==> config.mk <==
export PLATFORM = sky130hd
export DESIGN_NAME = sdc_cmd_engine
export DESIGN_NICKNAME = d
export VERILOG_FILES = /design/src/rtl/sdc_cmd_pkg.sv /design/src/rtl/sdc_cmd_regs.sv /design/src/rtl/sdc_rsp_collect.sv /design/src/rtl/sdc_rsp_commit.sv /design/src/rtl/sdc_cmd_engine.sv
export SDC_FILE = /design/constraint.sdc
export NUM_CORES = 1
export LEC_CHECK = 0
export BUFFER_PORTS_ARGS = -buffer_cell sky130_fd_sc_hd__buf_2
export CAP_MARGIN = 20
export CORE_UTILIZATION = 60
export CTS_BUF_LIST = sky130_fd_sc_hd__clkbuf_4 sky130_fd_sc_hd__clkbuf_8
export DETAILED_ROUTE_END_ITERATION = 7
export GPL_TIMING_DRIVEN = 0
export PLACE_DENSITY = 0.92
export SLEW_MARGIN = 10
export SYNTH_ARGS = -nofsm -noshare
export SYNTH_HDL_FRONTEND = slang
export SYNTH_SLANG_ARGS = --single-unit
export TNS_END_PERCENT = 1
==> constraint.sdc <==
create_clock -name clk -period 4.3 [get_ports clk]
set_input_delay 0.645 -clock clk [delete_from_list [all_inputs] [get_ports clk]]
set_output_delay 0.645 -clock clk [all_outputs]
set_load 0.1 [all_outputs]
==> src/rtl/sdc_cmd_pkg.sv <==
`timescale 1ns/1ps
package sdc_cmd_pkg;
  localparam int CMD_W           = 11;
  localparam int IDX_W           = 6;
  localparam int ARG_W           = 32;
  localparam int RSP_MAX_BYTES   = 16;
  localparam int RSP_SHORT_BYTES = 4;
  localparam int RSP_WORDS       = RSP_MAX_BYTES / 4;
  localparam int CNT_W           = $clog2(RSP_MAX_BYTES + 2);
  localparam int POS_W           = $clog2(RSP_MAX_BYTES);

  // command word bit positions (decoded by software-visible layout)
  localparam int B_WANT  = 6;
  localparam int B_LONG  = 7;
  localparam int B_IWAIT = 8;
  localparam int B_PEND  = 9;
  localparam int B_EN    = 10;

  typedef logic [RSP_MAX_BYTES-1:0][7:0] rsp_bytes_t;
  typedef logic [RSP_WORDS-1:0][31:0]    rsp_words_t;
  typedef enum logic [1:0] {OUT_SENT, OUT_RESP, OUT_TMO} outcome_e;

  // big-endian packing: lowest byte index goes to the top of the word
  function automatic logic [31:0] pack_word(rsp_bytes_t b, int w);
    return {b[4*w], b[4*w+1], b[4*w+2], b[4*w+3]};
  endfunction

  function automatic logic len_ok(logic [CNT_W-1:0] n, logic long_req);
    return ((n == CNT_W'(RSP_SHORT_BYTES)) && !long_req) ||
           (n == CNT_W'(RSP_MAX_BYTES));
  endfunction

  function automatic outcome_e classify(logic err, logic want, logic long_req,
                                        logic [CNT_W-1:0] n);
    if (err)                   return OUT_TMO;
    else if (!want)            return OUT_SENT;
    else if (len_ok(n, long_req)) return OUT_RESP;
    else                       return OUT_TMO;
  endfunction
endpackage

==> src/rtl/sdc_cmd_regs.sv <==
`timescale 1ns/1ps
module sdc_cmd_regs
  import sdc_cmd_pkg::*;
(
  input  logic             clk,
  input  logic             rst_n,
  input  logic             wr_en,
  input  logic             wr_sel,
  input  logic [ARG_W-1:0] wr_data,
  input  logic             cmd_done,
  output logic             start_o,
  output logic             reject_o,
  output logic             busy_o,
  output logic [CMD_W-1:0] cmd_o,
  output logic [ARG_W-1:0] arg_o
);
  logic [CMD_W-1:0] cmd_q;
  logic [ARG_W-1:0] arg_q;
  logic             busy_q;
  logic             cmd_acc, arg_acc, en_req, mode_bad;

  assign cmd_acc  = wr_en &&  wr_sel && !busy_q;
  assign arg_acc  = wr_en && !wr_sel && !busy_q;
  assign en_req   = wr_data[B_EN];
  assign mode_bad = wr_data[B_IWAIT] | wr_data[B_PEND];
  assign start_o  = cmd_acc && en_req && !mode_bad;
  assign reject_o = cmd_acc && en_req &&  mode_bad;

  // enable survives in the stored word only while a command is in flight
  function automatic logic [CMD_W-1:0] stored_word(logic [CMD_W-1:0] w, logic go);
    logic [CMD_W-1:0] r;
    r       = w;
    r[B_EN] = go;
    return r;
  endfunction

  always_ff @(posedge clk) begin
    if (!rst_n) begin
      cmd_q  <= '0;
      arg_q  <= '0;
      busy_q <= 1'b0;
    end else begin
      if (arg_acc) arg_q <= wr_data;
      if (cmd_acc)       cmd_q       <= stored_word(wr_data[CMD_W-1:0], start_o);
      else if (cmd_done) cmd_q[B_EN] <= 1'b0;
      if (start_o)       busy_q <= 1'b1;
      else if (cmd_done) busy_q <= 1'b0;
    end
  end

  assign busy_o = busy_q;
  assign cmd_o  = cmd_q;
  assign arg_o  = arg_q;

  assert_busy_arg_hold_R3: assert property (@(posedge clk) disable iff (!rst_n)
    (busy_q && wr_en && !wr_sel) |=> $stable(arg_q));
  assert_busy_idx_hold_R3: assert property (@(posedge clk) disable iff (!rst_n)
    (busy_q && wr_en && wr_sel) |=> $stable(cmd_q[IDX_W-1:0]));
  assert_reject_no_issue_R2: assert property (@(posedge clk) disable iff (!rst_n)
    reject_o |=> (!busy_q && !cmd_q[B_EN]));
endmodule

==> src/rtl/sdc_rsp_collect.sv <==
`timescale 1ns/1ps
module sdc_rsp_collect
  import sdc_cmd_pkg::*;
(
  input  logic             clk,
  input  logic             rst_n,
  input  logic             start,
  input  logic             active,
  input  logic             rsp_valid,
  input  logic [7:0]       rsp_byte,
  output logic [CNT_W-1:0] cnt_now,
  output rsp_bytes_t       bytes_now
);
  logic [CNT_W-1:0] cnt_q;
  rsp_bytes_t       buf_q;
  logic             take;

  assign take = active && rsp_valid;

  // view including a byte arriving this cycle, so completion may coincide
  always_comb begin
    bytes_now = buf_q;
    cnt_now   = cnt_q;
    if (take && (cnt_q < CNT_W'(RSP_MAX_BYTES)))
      bytes_now[cnt_q[POS_W-1:0]] = rsp_byte;
    if (take && (cnt_q <= CNT_W'(RSP_MAX_BYTES)))
      cnt_now = cnt_q + CNT_W'(1);
  end

  always_ff @(posedge clk) begin
    if (!rst_n) begin
      cnt_q <= '0;
      buf_q <= '0;
    end else begin
      if (start) cnt_q <= '0;
      else       cnt_q <= cnt_now;
      buf_q <= bytes_now;
    end
  end

  assert_idle_bytes_dropped_R3: assert property (@(posedge clk) disable iff (!rst_n)
    (!active && !start) |=> $stable(cnt_q));
  assert_count_saturates_R7: assert property (@(posedge clk) disable iff (!rst_n)
    (take && cnt_q == CNT_W'(RSP_MAX_BYTES + 1)) |=> (cnt_q == CNT_W'(RSP_MAX_BYTES + 1)));
endmodule

==> src/rtl/sdc_rsp_commit.sv <==
`timescale 1ns/1ps
module sdc_rsp_commit
  import sdc_cmd_pkg::*;
(
  input  logic             clk,
  input  logic             rst_n,
  input  logic             done,
  input  logic             reject,
  input  logic             want,
  input  logic             long_req,
  input  logic             err,
  input  logic [CNT_W-1:0] cnt_now,
  input  rsp_bytes_t       bytes_now,
  output rsp_words_t       resp_o,
  output logic             ev_resp_o,
  output logic             ev_sent_o,
  output logic             ev_tmo_o
);
  outcome_e   outcome;
  rsp_words_t new_words, resp_q;
  logic       full_len;
  logic       ev_resp_q, ev_sent_q, ev_tmo_q;

  assign outcome  = classify(err, want, long_req, cnt_now);
  assign full_len = (cnt_now == CNT_W'(RSP_MAX_BYTES));

  for (genvar w = 0; w < RSP_WORDS; w++) begin : g_word
    logic [31:0] word_w;
    always_comb begin
      if (full_len || w == 0) word_w = pack_word(bytes_now, w);
      else                    word_w = '0;
      if (w == RSP_WORDS - 1) word_w[0] = 1'b0;
    end
    assign new_words[w] = word_w;
  end

  always_ff @(posedge clk) begin
    if (!rst_n) begin
      resp_q    <= '0;
      ev_resp_q <= 1'b0;
      ev_sent_q <= 1'b0;
      ev_tmo_q  <= 1'b0;
    end else begin
      ev_resp_q <= 1'b0;
      ev_sent_q <= 1'b0;
      ev_tmo_q  <= 1'b0;
      if (reject) begin
        ev_tmo_q <= 1'b1;
      end else if (done) begin
        unique case (outcome)
          OUT_RESP: begin
            ev_resp_q <= 1'b1;
            resp_q    <= new_words;
          end
          OUT_SENT: ev_sent_q <= 1'b1;
          default:  ev_tmo_q  <= 1'b1;
        endcase
      end
    end
  end

  assign resp_o    = resp_q;
  assign ev_resp_o = ev_resp_q;
  assign ev_sent_o = ev_sent_q;
  assign ev_tmo_o  = ev_tmo_q;

  assert_one_event_R12: assert property (@(posedge clk) disable iff (!rst_n)
    $onehot0({ev_resp_q, ev_sent_q, ev_tmo_q}));
  assert_last_bit_clear_R6: assert property (@(posedge clk) disable iff (!rst_n)
    ev_resp_q |-> !resp_q[RSP_WORDS-1][0]);
  assert_resp_retained_R11: assert property (@(posedge clk) disable iff (!rst_n)
    !ev_resp_q |-> $stable(resp_q));
  assert_short_on_long_R7: assert property (@(posedge clk) disable iff (!rst_n)
    (done && want && long_req && !err && cnt_now == CNT_W'(RSP_SHORT_BYTES)) |=> ev_tmo_q);
  assert_card_error_R8: assert property (@(posedge clk) disable iff (!rst_n)
    (done && err) |=> (ev_tmo_q && $stable(resp_q)));
  assert_short_upper_zero_R5: assert property (@(posedge clk) disable iff (!rst_n)
    (done && want && !long_req && !err && cnt_now == CNT_W'(RSP_SHORT_BYTES))
    |=> (resp_q[1] == '0 && resp_q[2] == '0 && resp_q[3] == '0));
endmodule

==> src/rtl/sdc_cmd_engine.sv <==
`timescale 1ns/1ps
module sdc_cmd_engine
  import sdc_cmd_pkg::*;
(
  input  logic             clk,
  input  logic             rst_n,
  input  logic             wr_en,
  input  logic             wr_sel,
  input  logic [ARG_W-1:0] wr_data,
  output logic [CMD_W-1:0] cmd_word,
  output logic [ARG_W-1:0] arg_word,
  output logic             busy,
  output logic             req_valid,
  output logic [IDX_W-1:0] req_index,
  output logic [ARG_W-1:0] req_arg,
  input  logic             rsp_valid,
  input  logic [7:0]       rsp_byte,
  input  logic             rsp_done,
  input  logic             rsp_err,
  output logic [31:0]      resp0,
  output logic [31:0]      resp1,
  output logic [31:0]      resp2,
  output logic [31:0]      resp3,
  output logic             ev_resp_end,
  output logic             ev_cmd_sent,
  output logic             ev_timeout
);
  logic             start_w, reject_w, busy_w, cmd_done_w;
  logic [CMD_W-1:0] cmd_w;
  logic [ARG_W-1:0] arg_w;
  logic [CNT_W-1:0] cnt_now_w;
  rsp_bytes_t       bytes_now_w;
  rsp_words_t       resp_w;

  assign cmd_done_w = busy_w && rsp_done;

  sdc_cmd_regs u_regs (
    .clk      (clk),
    .rst_n    (rst_n),
    .wr_en    (wr_en),
    .wr_sel   (wr_sel),
    .wr_data  (wr_data),
    .cmd_done (cmd_done_w),
    .start_o  (start_w),
    .reject_o (reject_w),
    .busy_o   (busy_w),
    .cmd_o    (cmd_w),
    .arg_o    (arg_w)
  );

  sdc_rsp_collect u_collect (
    .clk       (clk),
    .rst_n     (rst_n),
    .start     (start_w),
    .active    (busy_w),
    .rsp_valid (rsp_valid),
    .rsp_byte  (rsp_byte),
    .cnt_now   (cnt_now_w),
    .bytes_now (bytes_now_w)
  );

  sdc_rsp_commit u_commit (
    .clk       (clk),
    .rst_n     (rst_n),
    .done      (cmd_done_w),
    .reject    (reject_w),
    .want      (cmd_w[B_WANT]),
    .long_req  (cmd_w[B_LONG]),
    .err       (rsp_err),
    .cnt_now   (cnt_now_w),
    .bytes_now (bytes_now_w),
    .resp_o    (resp_w),
    .ev_resp_o (ev_resp_end),
    .ev_sent_o (ev_cmd_sent),
    .ev_tmo_o  (ev_timeout)
  );

  assign cmd_word  = cmd_w;
  assign arg_word  = arg_w;
  assign busy      = busy_w;
  assign req_valid = busy_w;
  assign req_index = cmd_w[IDX_W-1:0];
  assign req_arg   = arg_w;
  assign resp0     = resp_w[0];
  assign resp1     = resp_w[1];
  assign resp2     = resp_w[2];
  assign resp3     = resp_w[3];

  assert_req_stable_R1: assert property (@(posedge clk) disable iff (!rst_n)
    (req_valid && !rsp_done) |=> (req_valid && $stable(req_index) && $stable(req_arg)));
  assert_enable_clears_R10: assert property (@(posedge clk) disable iff (!rst_n)
    (req_valid && rsp_done) |=> (!cmd_word[B_EN] && !busy));
endmodule

==> impl_metrics.toml <==
[run_status]
outcome = "finished clean"

[synthesis]
synth.largest_area_cell = "dfxtp_1"
synth_edf_count = 0
synth_top_family_by_area = "compound AO/OA/AOI/OAI gates"
yosys.area_share.simple_pct = 17.4
synth.avg_cell_area_um2 = 9.14
ys_types = 56
synth.area.mux_share_pct = 0.174
netlist_area_um2 = 11500
syn_nets = 1313
netlist_top_cells_area = "dfxtp_1 (53%), nand2_1 (8.4%), o2bb2ai_1 (7.2%), nand3_1 (5.7%), a21boi_0 (4.6%)"
ys_seq_area_share_pct = 53.1
synthFlopType = "dfxtp_1"
synth_top_cell_area_share_pct = 53.1
synthCells = 1262
synth_compound_area_share_pct = 20.7
ys_warn_count = 0
synth-seq-cells = 306
synthArstFlopShare_pct = 0
synth_fa_ha_area_share_pct = 0.434
synth_xor_area_share_pct = 0.0759

[sta]
fin_ws_ps = 1700
hold_violations = 0
clock.fmax_mhz = 384
min_period_ps = 2600
drv_slew = 0
worst_slew_margin_rel_pct = 40.5
rsz0062_at_grt = "no"
final-setup-viol-count = 0
setup_tns_ps = 0
period_share_pct = 60.5
tightest_slew_ps = 893
fin_skew_ps = 21.1
holdWs_ps = 285

[clock_network]
htreeDepth = 2
cts.hold.buffers_added = 0
clock_latency_ps = 570
cts.sinks = 306
clk_path_buf_depth = 3
root_buffer = "clkbuf_8"
cts_buffers = 48
cts_tree = "done"
post-cts-setup-buffers = 0
clk_pin_slew_ps = 70
cts_resized = 0

[critical_path]
timing.rr.start = "u_collect.cnt_q[0]"
r2r_setup_slack_ps = 1700
crit_path_start_kind = "flip-flop"
r2r-end = "u_commit.resp_o[27]"
cp.arrival_ps = 3040
r2r_cells = 8
cp-end-kind = "flip-flop"
cp.required_ps = 4740
crit_type = "reg -> reg"
cp_max_fo = 10

[layout]
layout.cells.most_common_list = "dfxtp_1 (306), buf_2 (298), nand2_1 (259), nand3_1 (131), o2bb2ai_1 (95)"
syn_to_final_growth_pct = 23.3
drive_above_1_share_pct = 29.5
final_common_cell = "dfxtp_1"
fill_cells = 1291
fin_nets = 1622
antenna_cells = 0
utilization_pct = 75.7

[global_routing]
grt_remaining_overflow = 0
grt_start_max_net_pins = 14
grt_usage_pct = 32.3
antenna_found_initial = 0
grt_pass1_wl_mm = 50.6
grt_pass1_vias = 9812

[route]
route.vias.total = 10500
met2_length_mm = 15.5
vias_per_cell = 5.72
ant_nets = 0
m1WireLength_mm = 13.5
met3_wirelength_mm = 2.81
post_drt_wl_per_cell_um = 17.7
top_layer_used = "met4"
drc = 0
dr.first_iter.drc_count = 793
dr.pass1.iters = 5
routed_wirelength_mm = 32.7

[job]
maxCapViolations = 0

[power_and_ir_drop]
total_power_mw = 6.09
power_density_nw_per_um2 = 428
irDropWorstVdd_uv = 306
p_leak_nw = 5.90

[hold_path]
worstHoldEndpoint = "u_commit.ev_sent_o"
holdPathStages = 2
worstHoldStart = "rsp_err"
hp-class = "in -> reg"

[die]
die_y_um = 141
start_util_pct = 61.4
core_um2 = 18800
dieArea_um2 = 19800
num_rows = 50
num_io_pins = 261
die_x_um = 141

[placed_design]
port_buffers = 259
post-dp-hpwl_mm = 22.2
place_ws_ps = 1650
gp_congestion = 0.897
## synth_stat cells, types with 12 or more instances
cell type and n:
o21ai_0 66, buf_4 57, a21boi_0 70, buf_1 12, dfxtp_1 306, clkbuf_1 47, nand2_1 259, o21ai_1 54
o22ai_1 32, nand3_1 131, buf_2 39, o2bb2ai_1 95
## power by group
part           total [mW]  internal (mW)  switching, mW
logic               0.499         0.0943          0.405
registers            2.87           2.85         0.0157
clock network        2.72           1.57           1.15
## metrics by stage
stage / cells / instance area (um2)
finish: 1842 / 14200
global route: 1842 / 14200
CTS: 1842 / 14200
detailed placement: 1755 / 13100
global placement: 1755 / 13100
floorplan: 1262 / 11500
## layout make-up
class | instances | area (um2) | share of cell area, %
clock inverter | 10 | 115 | 0.810
inverter | 3 | 11.3 | 0.0792
multi-input combinational | 792 | 4480 | 31.5
buffer | 161 | 912 | 6.42
clock buffer | 77 | 978 | 6.88
sequential | 306 | 6130 | 43.1
tap | 234 | 293 | 2.06
timing repair buffer | 259 | 1300 | 9.12
## critical path, cell delays in order (launching register included)
cell       delay [ps]
dfxtp_1           440
inv_2             100
ha_1              330
nor4_2            340
o2111ai_1         230
a21oi_1           190
buf_2             370
buf_2             320
o22ai_1           130
## layer usage
layer	up-vias	global-route usage, %
met5	-	0
met4	0	11.5
met3	88	7.07
met2	457	53.9
met1	5005	41.2
li1	4980	-
## state kept, by name, indices dropped and copies added, names as in the netlist
| register | flops |
|---|---|
| u_commit.ev_resp_o | 1 |
| u_commit.ev_tmo_o | 1 |
| u_collect.cnt_q | 5 |
| u_regs.arg_o | 32 |
| u_commit.resp_o | 127 |
| u_collect.buf_q | 127 |
| u_regs.cmd_o | 11 |
| u_regs.busy_o | 1 |
| u_commit.ev_sent_o | 1 |
## how the worst max path moves through the flow
stage                       startpoint             endpoint  slack [ps]
finish              u_collect.cnt_q[0]  u_commit.resp_o[27]        1700
global route        u_collect.cnt_q[0]  u_commit.resp_o[26]        1620
CTS                 u_collect.cnt_q[0]  u_commit.resp_o[27]        1730
global placement                 rst_n  u_commit.resp_o[94]        1700
floorplan                u_regs.busy_o  u_commit.resp_o[82]        1740
detailed placement               rst_n      u_regs.cmd_o[1]        1650
## cell families after synthesis
family	Yosys count
other	1
buffers and inverters	164
flip-flops	306
XOR/XNOR	1
AO/OA/AOI/OAI	345
adder cells (fa/ha/maj)	4
AND/OR/NAND/NOR	439
multiplexers	2
Note: power is estimated with default switching activity, not from simulation.
